## src/rtl/tamper_event_mgr.sv

```systemverilog
module tamper_event_mgr #(
  parameter int NUM_EXT   = 4,
  parameter int FILT_LEN  = 4,
  parameter int FILT_HITS = 2,
  parameter int DW        = 16,
  parameter int AW        = 4,
  parameter int SW        = 32
) (
  input  logic               clk_i,
  input  logic               rst_ni,
  input  logic [10:0]        int_tamp_i,
  input  logic [NUM_EXT-1:0] ext_pin_i,
  input  logic [NUM_EXT-1:0] ext_ref_i,
  input  logic               ext_sample_i,
  input  logic               wdog_fire_i,
  input  logic               reg_we_i,
  input  logic [AW-1:0]      reg_addr_i,
  input  logic [DW-1:0]      reg_wdata_i,
  output logic [DW-1:0]      reg_rdata_o,
  input  logic               store_wr_i,
  input  logic [SW-1:0]      store_rdata_i,
  output logic               store_wr_o,
  output logic [SW-1:0]      store_rdata_o,
  output logic               block_o,
  output logic               erase_o,
  output logic               erase_bkram_o,
  output logic               ts_strobe_o
);
  localparam int NI  = 11;
  localparam int RSV = 9;
  localparam int ESC = 10;
  localparam logic [NI-1:0] RSV_MASK = ~(NI'(1) << RSV);
  localparam logic [NI-1:0] ESC_BIT  = NI'(1) << ESC;
  localparam logic [AW-1:0] A_IEN = AW'(0), A_INE = AW'(1), A_EEN = AW'(2), A_ENE = AW'(3),
                            A_CTL = AW'(4), A_IFL = AW'(5), A_EFL = AW'(6),
                            A_ICLR = AW'(7), A_ECLR = AW'(8);

  logic [NI-1:0]      int_en_q, int_ne_q, int_flag_q, int_pot_q;
  logic [NUM_EXT-1:0] ext_en_q, ext_ne_q, ext_flag_q, ext_pot_q;
  logic               ovr_q, bkopt_q, erase_q, bkram_q, ts_q;

  logic               any_pot, escal;
  logic [NI-1:0]      int_set, int_new, int_clr, int_ne_eff;
  logic [NUM_EXT-1:0] ext_set, ext_new, ext_clr;

  assign any_pot    = |(int_flag_q & int_pot_q) | |(ext_flag_q & ext_pot_q);
  assign escal      = wdog_fire_i & any_pot;
  assign int_set    = (int_tamp_i & int_en_q & RSV_MASK) | (escal ? ESC_BIT : '0);
  assign int_ne_eff = int_ne_q & ~ESC_BIT;
  assign int_new    = int_set & ~int_flag_q;
  assign ext_new    = ext_set & ~ext_flag_q;
  assign int_clr    = (reg_we_i && reg_addr_i == A_ICLR) ? reg_wdata_i[NI-1:0] : '0;
  assign ext_clr    = (reg_we_i && reg_addr_i == A_ECLR) ? reg_wdata_i[NUM_EXT-1:0] : '0;

  for (genvar j = 0; j < NUM_EXT; j++) begin : g_ext
    logic [FILT_LEN-1:0] hist_q;
    always_ff @(posedge clk_i) begin
      if (!rst_ni || !ext_en_q[j]) hist_q <= '0;
      else if (ext_sample_i)       hist_q <= {hist_q[FILT_LEN-2:0], ext_pin_i[j] ^ ext_ref_i[j]};
    end
    assign ext_set[j] = ext_en_q[j] && ($countones(hist_q) >= FILT_HITS);
  end

  always_ff @(posedge clk_i) begin
    if (!rst_ni) begin
      int_en_q <= '0; int_ne_q <= '0; ext_en_q <= '0; ext_ne_q <= '0;
      ovr_q <= 1'b0; bkopt_q <= 1'b0;
    end else if (reg_we_i) begin
      case (reg_addr_i)
        A_IEN: int_en_q <= reg_wdata_i[NI-1:0] & RSV_MASK;
        A_INE: int_ne_q <= reg_wdata_i[NI-1:0];
        A_EEN: ext_en_q <= reg_wdata_i[NUM_EXT-1:0];
        A_ENE: ext_ne_q <= reg_wdata_i[NUM_EXT-1:0];
        A_CTL: begin ovr_q <= reg_wdata_i[0]; bkopt_q <= reg_wdata_i[1]; end
        default: ;
      endcase
    end
  end

  always_ff @(posedge clk_i) begin
    if (!rst_ni) begin
      int_flag_q <= '0; int_pot_q <= '0; ext_flag_q <= '0; ext_pot_q <= '0;
      erase_q <= 1'b0; bkram_q <= 1'b0; ts_q <= 1'b0;
    end else begin
      int_flag_q <= int_set | (int_flag_q & ~int_clr);
      int_pot_q  <= (int_new & int_ne_eff) | (int_pot_q & ~(int_clr & ~int_set));
      ext_flag_q <= ext_set | (ext_flag_q & ~ext_clr);
      ext_pot_q  <= (ext_new & ext_ne_q) | (ext_pot_q & ~(ext_clr & ~ext_set));
      erase_q    <= |(int_new & ~int_ne_eff) | |(ext_new & ~ext_ne_q);
      bkram_q    <= bkopt_q & (|(int_new & ~int_ne_eff) | |(ext_new & ~ext_ne_q));
      ts_q       <= |int_new | |ext_new;
    end
  end

  assign block_o       = any_pot & ~ovr_q;
  assign store_wr_o    = store_wr_i & ~block_o;
  assign store_rdata_o = block_o ? '0 : store_rdata_i;
  assign erase_o       = erase_q;
  assign erase_bkram_o = bkram_q;
  assign ts_strobe_o   = ts_q;

  always_comb begin
    case (reg_addr_i)
      A_IEN:   reg_rdata_o = DW'(int_en_q);
      A_INE:   reg_rdata_o = DW'(int_ne_q);
      A_EEN:   reg_rdata_o = DW'(ext_en_q);
      A_ENE:   reg_rdata_o = DW'(ext_ne_q);
      A_CTL:   reg_rdata_o = DW'({bkopt_q, ovr_q});
      A_IFL:   reg_rdata_o = DW'(int_flag_q);
      A_EFL:   reg_rdata_o = DW'(ext_flag_q);
      default: reg_rdata_o = '0;
    endcase
  end

  a_r3_erase_has_confirmed: assert property (@(posedge clk_i) disable iff (!rst_ni)
    erase_o |-> (|(int_flag_q & ~int_pot_q) || |(ext_flag_q & ~ext_pot_q)));
  a_r4_reserved_quiet: assert property (@(posedge clk_i) disable iff (!rst_ni)
    !int_flag_q[RSV]);
  a_r5_escalation: assert property (@(posedge clk_i) disable iff (!rst_ni)
    (wdog_fire_i && any_pot) |=> (int_flag_q[ESC] && !int_pot_q[ESC]));
  a_r6_store_gated: assert property (@(posedge clk_i) disable iff (!rst_ni)
    block_o |-> (!store_wr_o && store_rdata_o == '0));
  a_r7_strobe_with_erase: assert property (@(posedge clk_i) disable iff (!rst_ni)
    erase_o |-> ts_strobe_o);
  a_r8_bkram_subset: assert property (@(posedge clk_i) disable iff (!rst_ni)
    erase_bkram_o |-> erase_o);
  a_r9_sticky_int: assert property (@(posedge clk_i) disable iff (!rst_ni)
    !(reg_we_i && reg_addr_i == A_ICLR) |=> ((int_flag_q & $past(int_flag_q)) == $past(int_flag_q)));
  a_r9_sticky_ext: assert property (@(posedge clk_i) disable iff (!rst_ni)
    !(reg_we_i && reg_addr_i == A_ECLR) |=> ((ext_flag_q & $past(ext_flag_q)) == $past(ext_flag_q)));
endmodule

```

## config.mk

```make
export PLATFORM = sky130hd
export DESIGN_NAME = tamper_event_mgr
export DESIGN_NICKNAME = d
export VERILOG_FILES = /design/src/rtl/tamper_event_mgr.sv
export SDC_FILE = /design/constraint.sdc
export NUM_CORES = 1
export LEC_CHECK = 0
export ABC_AREA = 1
export BUFFER_PORTS_ARGS = -buffer_cell sky130_fd_sc_hd__buf_4
export CORE_MARGIN = 1.5
export CORE_UTILIZATION = 46
export CTS_CLUSTER_SIZE = 24
export DETAILED_ROUTE_END_ITERATION = 6
export PLACE_DENSITY = 0.76
export SETUP_SLACK_MARGIN = 0.2
export SLEW_MARGIN = 20
export SYNTH_ARGS = -nofsm -noshare
export SYNTH_HDL_FRONTEND = slang
export SYNTH_SLANG_ARGS = --single-unit
```

## constraint.sdc

```tcl
create_clock -name clk_i -period 1.5 [get_ports clk_i]
set_clock_uncertainty 0.2 [all_clocks]
set_input_delay 0.3 -clock clk_i [delete_from_list [all_inputs] [get_ports clk_i]]
set_output_delay 0.3 -clock clk_i [all_outputs]
set_load 0.01 [all_outputs]
```

Word level (Yosys, flattened, before mapping)

Cells that the tools add are included.

Register bits: 80
Input port bits: 77
Output and inout port bits: 53
Logic and storage cells: 116

Add/subtract/negate cells: 12
$lt $le $gt $ge: 4
Equality and inequality tests: 8
Muxes and demuxes: 5
Bitwise gates (word level): 43
Reduce and logical (&&, ||, !) cells: 27

Operator list:

| cell                                                                   | number |
|---|---|
| 11-bit bitwise AND                                                     | 7 |
| 11-bit case mux with 7 select lines                                    | 1 |
| 11-bit inverter                                                        | 4 |
| 11-bit bitwise OR                                                      | 3 |
| 11-bit OR reduction                                                    | 3 |
| 32-bit two-way mux                                                     | 1 |
| 4-bit bitwise AND                                                      | 7 |
| 11-bit two-way mux                                                     | 2 |
| 4-bit inverter                                                         | 5 |
| 1-bit by 1-bit adder with 2-bit output                                 | 8 |
| 4-bit by 3-bit == test with 1-bit output (second input constant)       | 4 |
| 2-bit by 2-bit adder with 3-bit output                                 | 4 |
| 3-bit by 2-bit >= comparator with 1-bit output (second input constant) | 4 |
| 4-bit OR reduction                                                     | 3 |
| 11-bit by 10-bit bitwise AND with 11-bit output                        | 1 |
| 10-bit inverter with 11-bit output                                     | 1 |
| 2-bit AND reduction                                                    | 5 |
| 4-bit by 2-bit == test with 1-bit output (second input constant)       | 2 |
| 4-bit bitwise OR                                                       | 2 |
| 1-bit logical AND                                                      | 6 |
| 1-bit logical NOT                                                      | 5 |
| 1-bit bitwise AND                                                      | 4 |
| 4-bit by 1-bit == test with 1-bit output (second input constant)       | 1 |
| 4-bit == test (second input constant)                                  | 1 |
| 6 further kinds                                                        | 15 |

Longest topological paths before layout

Gate-level depths: netlist (run 1).

Depth after elaboration: 11
Depth in mapped cells: 11
Gate-level depth less buffers: 11

Worst setup path after synthesis (run 1)

Ideal clock, no wire load.

Kind: register to register
From: register g_ext[1].hist_q[0]
To: register bkram_q, in the netlist erase_bkram_o
Setup time: 64 ps
Arrival time: 1438 ps
Data required time: 1236 ps
Slack: -202 ps
Stages on the path, launching flop included: 10
Buffers on the path: 0
Clock period less this slack: 1702 ps
Cell sequence: dfxtp_1 -> fa_1 -> nand2_1 -> a21oi_1 -> nand3_1 -> nand3_1 -> nor2_1 -> nand2_1 -> nand2_1 -> nor2_1

Word-level cells in the longest chain between the ends: 9

Ends and longest elaborated chain:

| item                                                         | line | text |
|---|---|---|
| from (decl)                                                  | 56   | `logic [FILT_LEN-1:0] hist_q;` |
| from (signal assigned)                                       | 59   | `else if (ext_sample_i) hist_q <= {hist_q[FILT_LEN-2:0], ext_pin_i[j] ^ ext_ref_i[j]};` |
| 1-bit by 1-bit adder with 2-bit output (implied by the code) | 61   | `assign ext_set[j] = ext_en_q[j] && ($countones(hist_q) >= FILT_HITS);` |
| 2-bit by 2-bit adder with 3-bit output (implied by the code) | 61   |  |
| 3-bit by 2-bit >= comparator with 1-bit output               | 61   |  |
| 1-bit logical AND                                            | 61   |  |
| 4-bit bitwise AND                                            | 51   | `assign ext_new = ext_set & ~ext_flag_q;` |
| 4-bit bitwise AND                                            | 90   | `bkram_q <= bkopt_q & (\|(int_new & ~int_ne_eff) \| \|(ext_new & ~ext_ne_q));` |
| 4-bit OR reduction                                           | 90   |  |
| 1-bit bitwise OR                                             | 90   |  |
| 1-bit bitwise AND                                            | 90   |  |
| to (signal assigned)                                         | 90   |  |
| to (decl)                                                    | 40   | `logic ovr_q, bkopt_q, erase_q, bkram_q, ts_q;` |

No other way between the ends.
A chain may end at the register's enable or synchronous reset.

Final worst setup path (run 1)

From: register int_flag_q[1]
To: output port store_rdata_o[4]

Word-level cells in the longest chain between the ends: 5

Ends and longest elaborated chain:

| item                   | line | text |
|---|---|---|
| from (decl)            | 38   | `logic [NI-1:0] int_en_q, int_ne_q, int_flag_q, int_pot_q;` |
| from (signal assigned) | 85   | `int_flag_q <= int_set \| (int_flag_q & ~int_clr);` |
| 11-bit bitwise AND     | 46   | `assign any_pot = \|(int_flag_q & int_pot_q) \| \|(ext_flag_q & ext_pot_q);` |
| 11-bit OR reduction    | 46   |  |
| 1-bit bitwise OR       | 46   |  |
| 1-bit bitwise AND      | 95   | `assign block_o = any_pot & ~ovr_q;` |
| 32-bit two-way mux     | 97   | `assign store_rdata_o = block_o ? '0 : store_rdata_i;` |
| to (decl)              | 23   | `output logic [SW-1:0] store_rdata_o,` |

No other way between the ends.

==> results.py, run 1 <==
metrics = {
    "flow_run": {
        "max_cap_viol_count": 0,
    },
    "worst_setup_path": {
        "crit_top_cell": "nor2_4",
        "worstPathCellList": "nand2_2, nand2_1, nor2_2, nand2_2, nor2_4, nor2_4, buf_6, buf_16, nor2_4, buf_6",
        "startpoint": "int_flag_q[1]",
        "r2r_cells": 13,
        "slowest_stage": "dfxtp_2",
        "cp_num_buf_inv": 3,
        "cp-end-kind": "primary output",
        "worst-path-stages": 10,
        "worstSetupPathType": "register to primary output",
        "critPathMaxFanout": 8,
        "endpoint": "store_rdata_o[4]",
        "cp.arrival_ns": 1.77,
        "timing.rr.end": "erase_o",
        "r2r_slack_ns": -0.55,
        "start_kind": "register",
        "cp_top_family": "simple AND/OR/NAND/NOR gates",
        "r2r-start": "int_flag_q[1]",
        "crit_required_ns": 1.00,
        "cpPeakStageDelay_ns": 0.34,
    },
    "synth": {
        "yosysUniqueCellTypes": 29,
        "netlist.top_cell.by_area": "dfxtp_1",
        "ys.flop_type": "dfxtp_1",
        "synth_xor_area_frac": 0.00866,
        "synth-simple-area-share": 0.246,
        "synth_top_area_frac": 0.396,
        "synthAdderAreaFrac": 0.0198,
        "synth_area_um2": 4050,
        "synth-seq-area-share": 0.396,
        "yosysMostFrequentCell": "nand2_1",
        "synthTopCellsByArea": "dfxtp_1, nand2_1, inv_1",
        "synth.avg_cell_area_um2": 6.71,
        "synth_top_cells_by_count": "nand2_1, inv_1, dfxtp_1",
        "synth_seq_cells": 80,
        "synth_top_family_by_area": "simple AND/OR/NAND/NOR gates",
        "synth_edf_count": 0,
        "async_flop_share": 0,
        "synth_cells": 603,
        "synth_mux_area_frac": 0,
        "yosysWarnings": 0,
        "synth_compound_area_frac": 0.187,
    },
    "power_and_ir_drop": {
        "powerDensity_nw_per_um2": 701,
        "ir_worst_vdd_uv": 536,
        "finalPower_uw": 4830,
        "p_leak_uw": 0.00310,
    },
    "sta": {
        "slew_violations": 0,
        "max_freq_ghz": 0.441,
        "post-route-period-util": 1.51,
        "worst_pin_slew_ns": 0.614,
        "relSlewSlack": 0.588,
        "setup_violations": 58,
        "rsz0062_at_grt": "yes",
        "hold_viol_final": 0,
        "fin_crit_ns": 2.27,
        "worst_slack_ns": -0.767,
        "setup_tns_ns": -31.45,
        "whs_ns": 0.00257,
    },
    "clock_tree": {
        "cts_tree": "done",
        "cts.clk_slew.worst_paths_ns": 0.09,
        "clock_sinks": 80,
        "cts-buffers-inserted": 9,
        "htree_num_levels": 3,
        "clock_latency_ns": 0.35,
        "root_buffer": "clkbuf_8",
        "clockBufferDepth": 2,
    },
    "global_routing": {
        "track_usage": 0.283,
        "met2_usage": 0.492,
        "grt_max_degree": 47,
        "grt_pass1_vias": 4628,
        "antenna_found_initial": 0,
        "met3_usage": 0.0441,
        "grt.busiest_layer": "met2",
        "grt_pass1_wl_um": 21600,
        "grt_overflow": 0,
        "met1_usage": 0.340,
    },
    "routing": {
        "antenna_left": 0,
        "drc": 0,
        "viasPerCell": 5.33,
        "vias": 4822,
        "drt_wl_total_um": 14700,
        "post_drt_wl_per_cell_um": 16.3,
        "first_pass_iters": 5,
        "drtIter0Drc": 317,
    },
    "floorplan": {
        "dieHeight_um": 96.8,
        "fp.dieW_um": 96.8,
        "coreArea_um2": 8640,
        "pin_count": 130,
        "rows": 34,
        "start_util": 0.468,
        "die_area_um2": 9370,
    },
    "placed_design": {
        "gp_congestion": 0.893,
        "dp_cells": 869,
        "hpwl_um": 9220,
        "io_buffers": 118,
    },
    "final_layout": {
        "syn_to_final_growth_pct": 70.4,
        "finalNonFillerCells": 904,
        "antenna_cells": 0,
        "drive_above_1_share": 0.492,
        "final_nets": 872,
        "fillers": 527,
    },
    "status": {
        "violations": "negative setup slack",
        "status": "finished, violations left",
    },
    "hold_path": {
        "hp-class": "input port to register",
    },
}
-- what timing repair did --
action | 4_1_cts | 5_1_grt
resized for setup | 70 | 122
pin swaps | 18 | 29
setup buffers | 7 | 9
hold buffers | 0 | 0
endpoints found under the setup margin | 75 | 85
gates cloned | 1 | 2
-- sequential cells by signal, indices dropped and copies added (netlist names) --
signal,count
erase_o,1
erase_bkram_o,1
int_flag_q,11
bkopt_q,1
ext_en_q,4
ext_flag_q,4
int_ne_q,11
ovr_q,1
int_en_q,10
g_ext.hist_q,16
ext_pot_q,4
ext_ne_q,4
ts_strobe_o,1
int_pot_q,11
-- cell usage in the layout (no fill, tap or decap), types with 4 or more instances in the layout --
| master | n |
|---|---|
| a21oi_2 | 10 |
| fa_1 | 4 |
| a211oi_1 | 5 |
| a21oi_1 | 52 |
| buf_6 | 54 |
| clkbuf_8 | 9 |
| o221ai_2 | 6 |
| nand2_4 | 8 |
| inv_4 | 7 |
| o21ai_2 | 7 |
| nand3_2 | 5 |
| dfxtp_1 | 48 |
| o21ai_1 | 18 |
| nand3_1 | 25 |
| nor2_2 | 10 |
| buf_12 | 8 |
| nor2_1 | 31 |
| xor2_1 | 4 |
| inv_1 | 96 |
| nand4_1 | 4 |
| nor2_4 | 39 |
| o21ai_0 | 21 |
| nand2_1 | 81 |
| dfxtp_2 | 32 |
| buf_4 | 128 |
| o32ai_1 | 4 |
| inv_2 | 9 |
| conb_1 | 5 |
| nand2_2 | 30 |
-- layout make-up --
class / count / area, um2 / area share
Tap cell: 108 / 135 / 0.0196
Sequential cell: 80 / 1640 / 0.238
Clock inverter: 6 / 108 / 0.0156
Multi-Input combinational cell: 389 / 2590 / 0.377
Timing Repair Buffer: 195 / 1820 / 0.264
Inverter: 116 / 468 / 0.0679
Clock buffer: 10 / 128 / 0.0185
-- through the flow --
step	utilization	cell area (um2)	setup WS (ns)
detailed placement	0.682	5890	-0.432
global route	0.798	6890	-0.828
CTS	0.742	6400	-0.727
finish	0.798	6890	-0.767
floorplan	-	4520	-0.164
global placement	0.682	5890	-0.437
-- worst min path at each step --
| stage | from | cells after the start | end |
|---|---|---|---|
| 3_5_place_dp | int_pot_q[7] | 2 | int_pot_q[7] |
| 5_1_grt | rst_ni | 3 | int_ne_q[5] |
| 6_report | rst_ni | 3 | int_ne_q[5] |
| 4_1_cts | rst_ni | 3 | int_ne_q[5] |
| 3_3_place_gp | int_pot_q[10] | 2 | int_pot_q[10] |
| 2_1_floorplan | int_pot_q[10] | 2 | int_pot_q[10] |
-- routing by layer --
| layer | vias to the layer above | wire length (um) |
|---|---|---|
| met5 | - | 0 |
| met4 | 0 | 498 |
| met3 | 41 | 943 |
| met2 | 238 | 7570 |
| met1 | 2249 | 5710 |
| li1 | 2294 | - |
-- cell families (layout without fill, tap and decap cells) --
group	Yosys count	after routing
AND/OR/NAND/NOR	239	239
other	1	5
XOR/XNOR	4	4
AO/OA/AOI/OAI	137	137
adder cells (fa/ha/maj)	4	4
flip-flops	80	80
buffers and inverters	138	327
-- tightest hold or removal path, cell delays in order --
cell,delay (ns)
buf_4,0.14
o21ai_4,0.06
a21oi_2,0.03
-- power by group --
group	internal (uW)	total, uW	switching [uW]
clock	1100	1910	810
combinational	382	764	381
sequential	2140	2160	14.4
(Power assumes the default switching activity.)
==> run 2: changes to the inputs <==
--- a/config.mk
+++ b/config.mk
@@ -7,7 +7,6 @@
 export LEC_CHECK = 0
 export ABC_AREA = 1
 export BUFFER_PORTS_ARGS = -buffer_cell sky130_fd_sc_hd__buf_4
-export CORE_MARGIN = 1.5
 export CORE_UTILIZATION = 46
 export CTS_CLUSTER_SIZE = 24
 export DETAILED_ROUTE_END_ITERATION = 6
==> run 2 against run 1 <==
Clock-buffer cell count rose by 2. Non-clock buffer count fell by 8. Core utilization fell by 0.67 points. Total power fell by 9.6%. Worst hold slack improved by 0.0096 ns. Maximum frequency rose by 7.3%. Via count fell by 2.7%. Global-route usage rose by 0.35 points. The run still ends with negative setup slack left. Register-to-register slack improved by 0.16 ns. Final area fell by 3.8%. Clock power fell by 23%. Routed wire length fell by 6.9%. Largest power group unchanged.
==> results.py, run 2 (same netlist as run 1, synthesis figures left out) <==
metrics = {
    "routing": {
        "first_pass_iters": 5,
        "vias": 4693,
        "drt_wl_total_um": 13700,
        "drtIter0Drc": 333,
        "drc": 0,
        "antenna_left": 0,
        "viasPerCell": 5.26,
        "post_drt_wl_per_cell_um": 15.4,
    },
    "worst_setup_path": {
        "worstSetupPathType": "register to primary output",
        "cp.arrival_ns": 1.61,
        "crit_required_ns": 1.00,
        "cp-end-kind": "primary output",
        "start_kind": "register",
        "critPathMaxFanout": 17,
    },
    "clock_tree": {
        "cts.clk_slew.worst_paths_ns": 0.08,
        "cts_tree": "done",
        "clockBufferDepth": 2,
        "htree_num_levels": 3,
        "ctsHoldBuffers": 0,
        "clock_latency_ns": 0.36,
        "clock_sinks": 80,
        "cts-buffers-inserted": 9,
        "root_buffer": "clkbuf_8",
    },
    "sta": {
        "whs_ns": 0.0121,
        "worst_pin_slew_ns": 0.552,
        "max_freq_ghz": 0.474,
        "hold_viol_final": 0,
        "slew_violations": 0,
        "rsz0062_at_grt": "yes",
        "fin_crit_ns": 2.11,
        "setup_violations": 58,
        "relSlewSlack": 0.629,
        "post-route-period-util": 1.41,
        "worst_slack_ns": -0.612,
    },
    "placed_design": {
        "place_ws_ns": -0.408,
        "hpwl_um": 9510,
        "io_buffers": 118,
        "dpl_cell_area_um2": 5820,
        "gp_congestion": 0.980,
    },
    "global_routing": {
        "grt_max_degree": 30,
        "grt_pass1_vias": 4324,
        "antenna_found_initial": 0,
        "grt_pass1_wl_um": 19800,
        "grt_overflow": 0,
        "track_usage": 0.287,
    },
    "final_layout": {
        "top_register": "g_ext.hist_q",
        "final_common_cell": "buf_4",
        "final_nets": 864,
        "post-route-cell-area_um2": 6630,
        "post-route-util": 0.791,
        "fillers": 568,
        "syn_to_final_growth_pct": 64.0,
        "mostFrequentLayoutCells": "buf_4, inv_1, nand2_1",
        "largest_reg_flops": 16,
        "drive_above_1_share": 0.483,
        "antenna_cells": 0,
    },
    "floorplan": {
        "pin_count": 130,
        "start_util": 0.483,
        "rows": 33,
        "coreArea_um2": 8380,
        "dieHeight_um": 95.8,
        "fp.dieW_um": 95.8,
        "die_area_um2": 9170,
    },
    "status": {
        "status": "finished, violations left",
        "violations": "negative setup slack",
    },
    "hold_path": {
        "hp-class": "input port to register",
    },
    "flow_run": {
        "max_cap_viol_count": 0,
    },
    "power_and_ir_drop": {
        "p_leak_uw": 0.00300,
        "ir_worst_vdd_uv": 495,
        "powerDensity_nw_per_um2": 659,
    },
}
[run 2: critical path, stage by stage (launching register included)]
cell and delay [ns]:
dfxtp_1 0.33, nand2_2 0.08, nand2_2 0.06, nor2_2 0.10, nand2_2 0.07, nor2_2 0.15
nor2_4 0.06, buf_12 0.18, nor2_4 0.11, buf_6 0.10
[run 2: layout make-up]
cell class | instances | area (um2) | area share
tap | 105 | 131 | 0.0198
clock inverter | 3 | 17.5 | 0.00264
sequential | 80 | 1640 | 0.247
inverter | 116 | 473 | 0.0713
timing repair buffer | 187 | 1680 | 0.254
multi-input combinational | 389 | 2530 | 0.382
clock buffer | 12 | 155 | 0.0234
[run 2: worst paths after layout]
| check | cells past startpoint | endpoint | from | slack (ns) |
|---|---|---|---|---|
| worst max-delay path | 9 | store_rdata_o[17] | ext_flag_q[3] | -0.61 |
| worst min-delay path | 4 | int_flag_q[9] | reg_wdata_i[9] | 0.01 |
| worst max register to register | 9 | erase_bkram_o | g_ext[3].hist_q[0] | -0.39 |
| worst min register to register | 2 | int_pot_q[10] | int_pot_q[10] | 0.26 |
[run 2: per-layer routing]
| layer | global-route usage | part of all wire | up-vias |
|---|---|---|---|
| met1 | 0.337 | 0.39 | 2158 |
| met5 | 0 | 0 | - |
| met3 | 0.0427 | 0.079 | 44 |
| li1 | - | - | 2267 |
| met4 | 0.137 | 0.029 | 0 |
| met2 | 0.510 | 0.50 | 224 |
[run 2: per-stage QoR]
stage                     cells  total power [uW]  TNS (ns)
after floorplan             607              2510     -5.53
after detailed placement    861              2850    -19.46
after CTS                   882              4310    -26.15
final                       892              4370    -26.38
after global routing        892              4520    -30.80
after global placement      861              2840    -17.66
[run 2: timing repair]
action                     CTS  global route
gates resized for setup     96            71
setup endpoints to repair   73            70
pin swaps                   24            25
buffers inserted             6            10
cloned                       0             0
[run 2: power by group]
part           internal (uW)  leakage [uW]  switching [uW]
Combinational            372       0.00225             362
Sequential              2140      0.000659            16.7
Clock                    678     0.0000882             797
Total                   3190       0.00300            1180
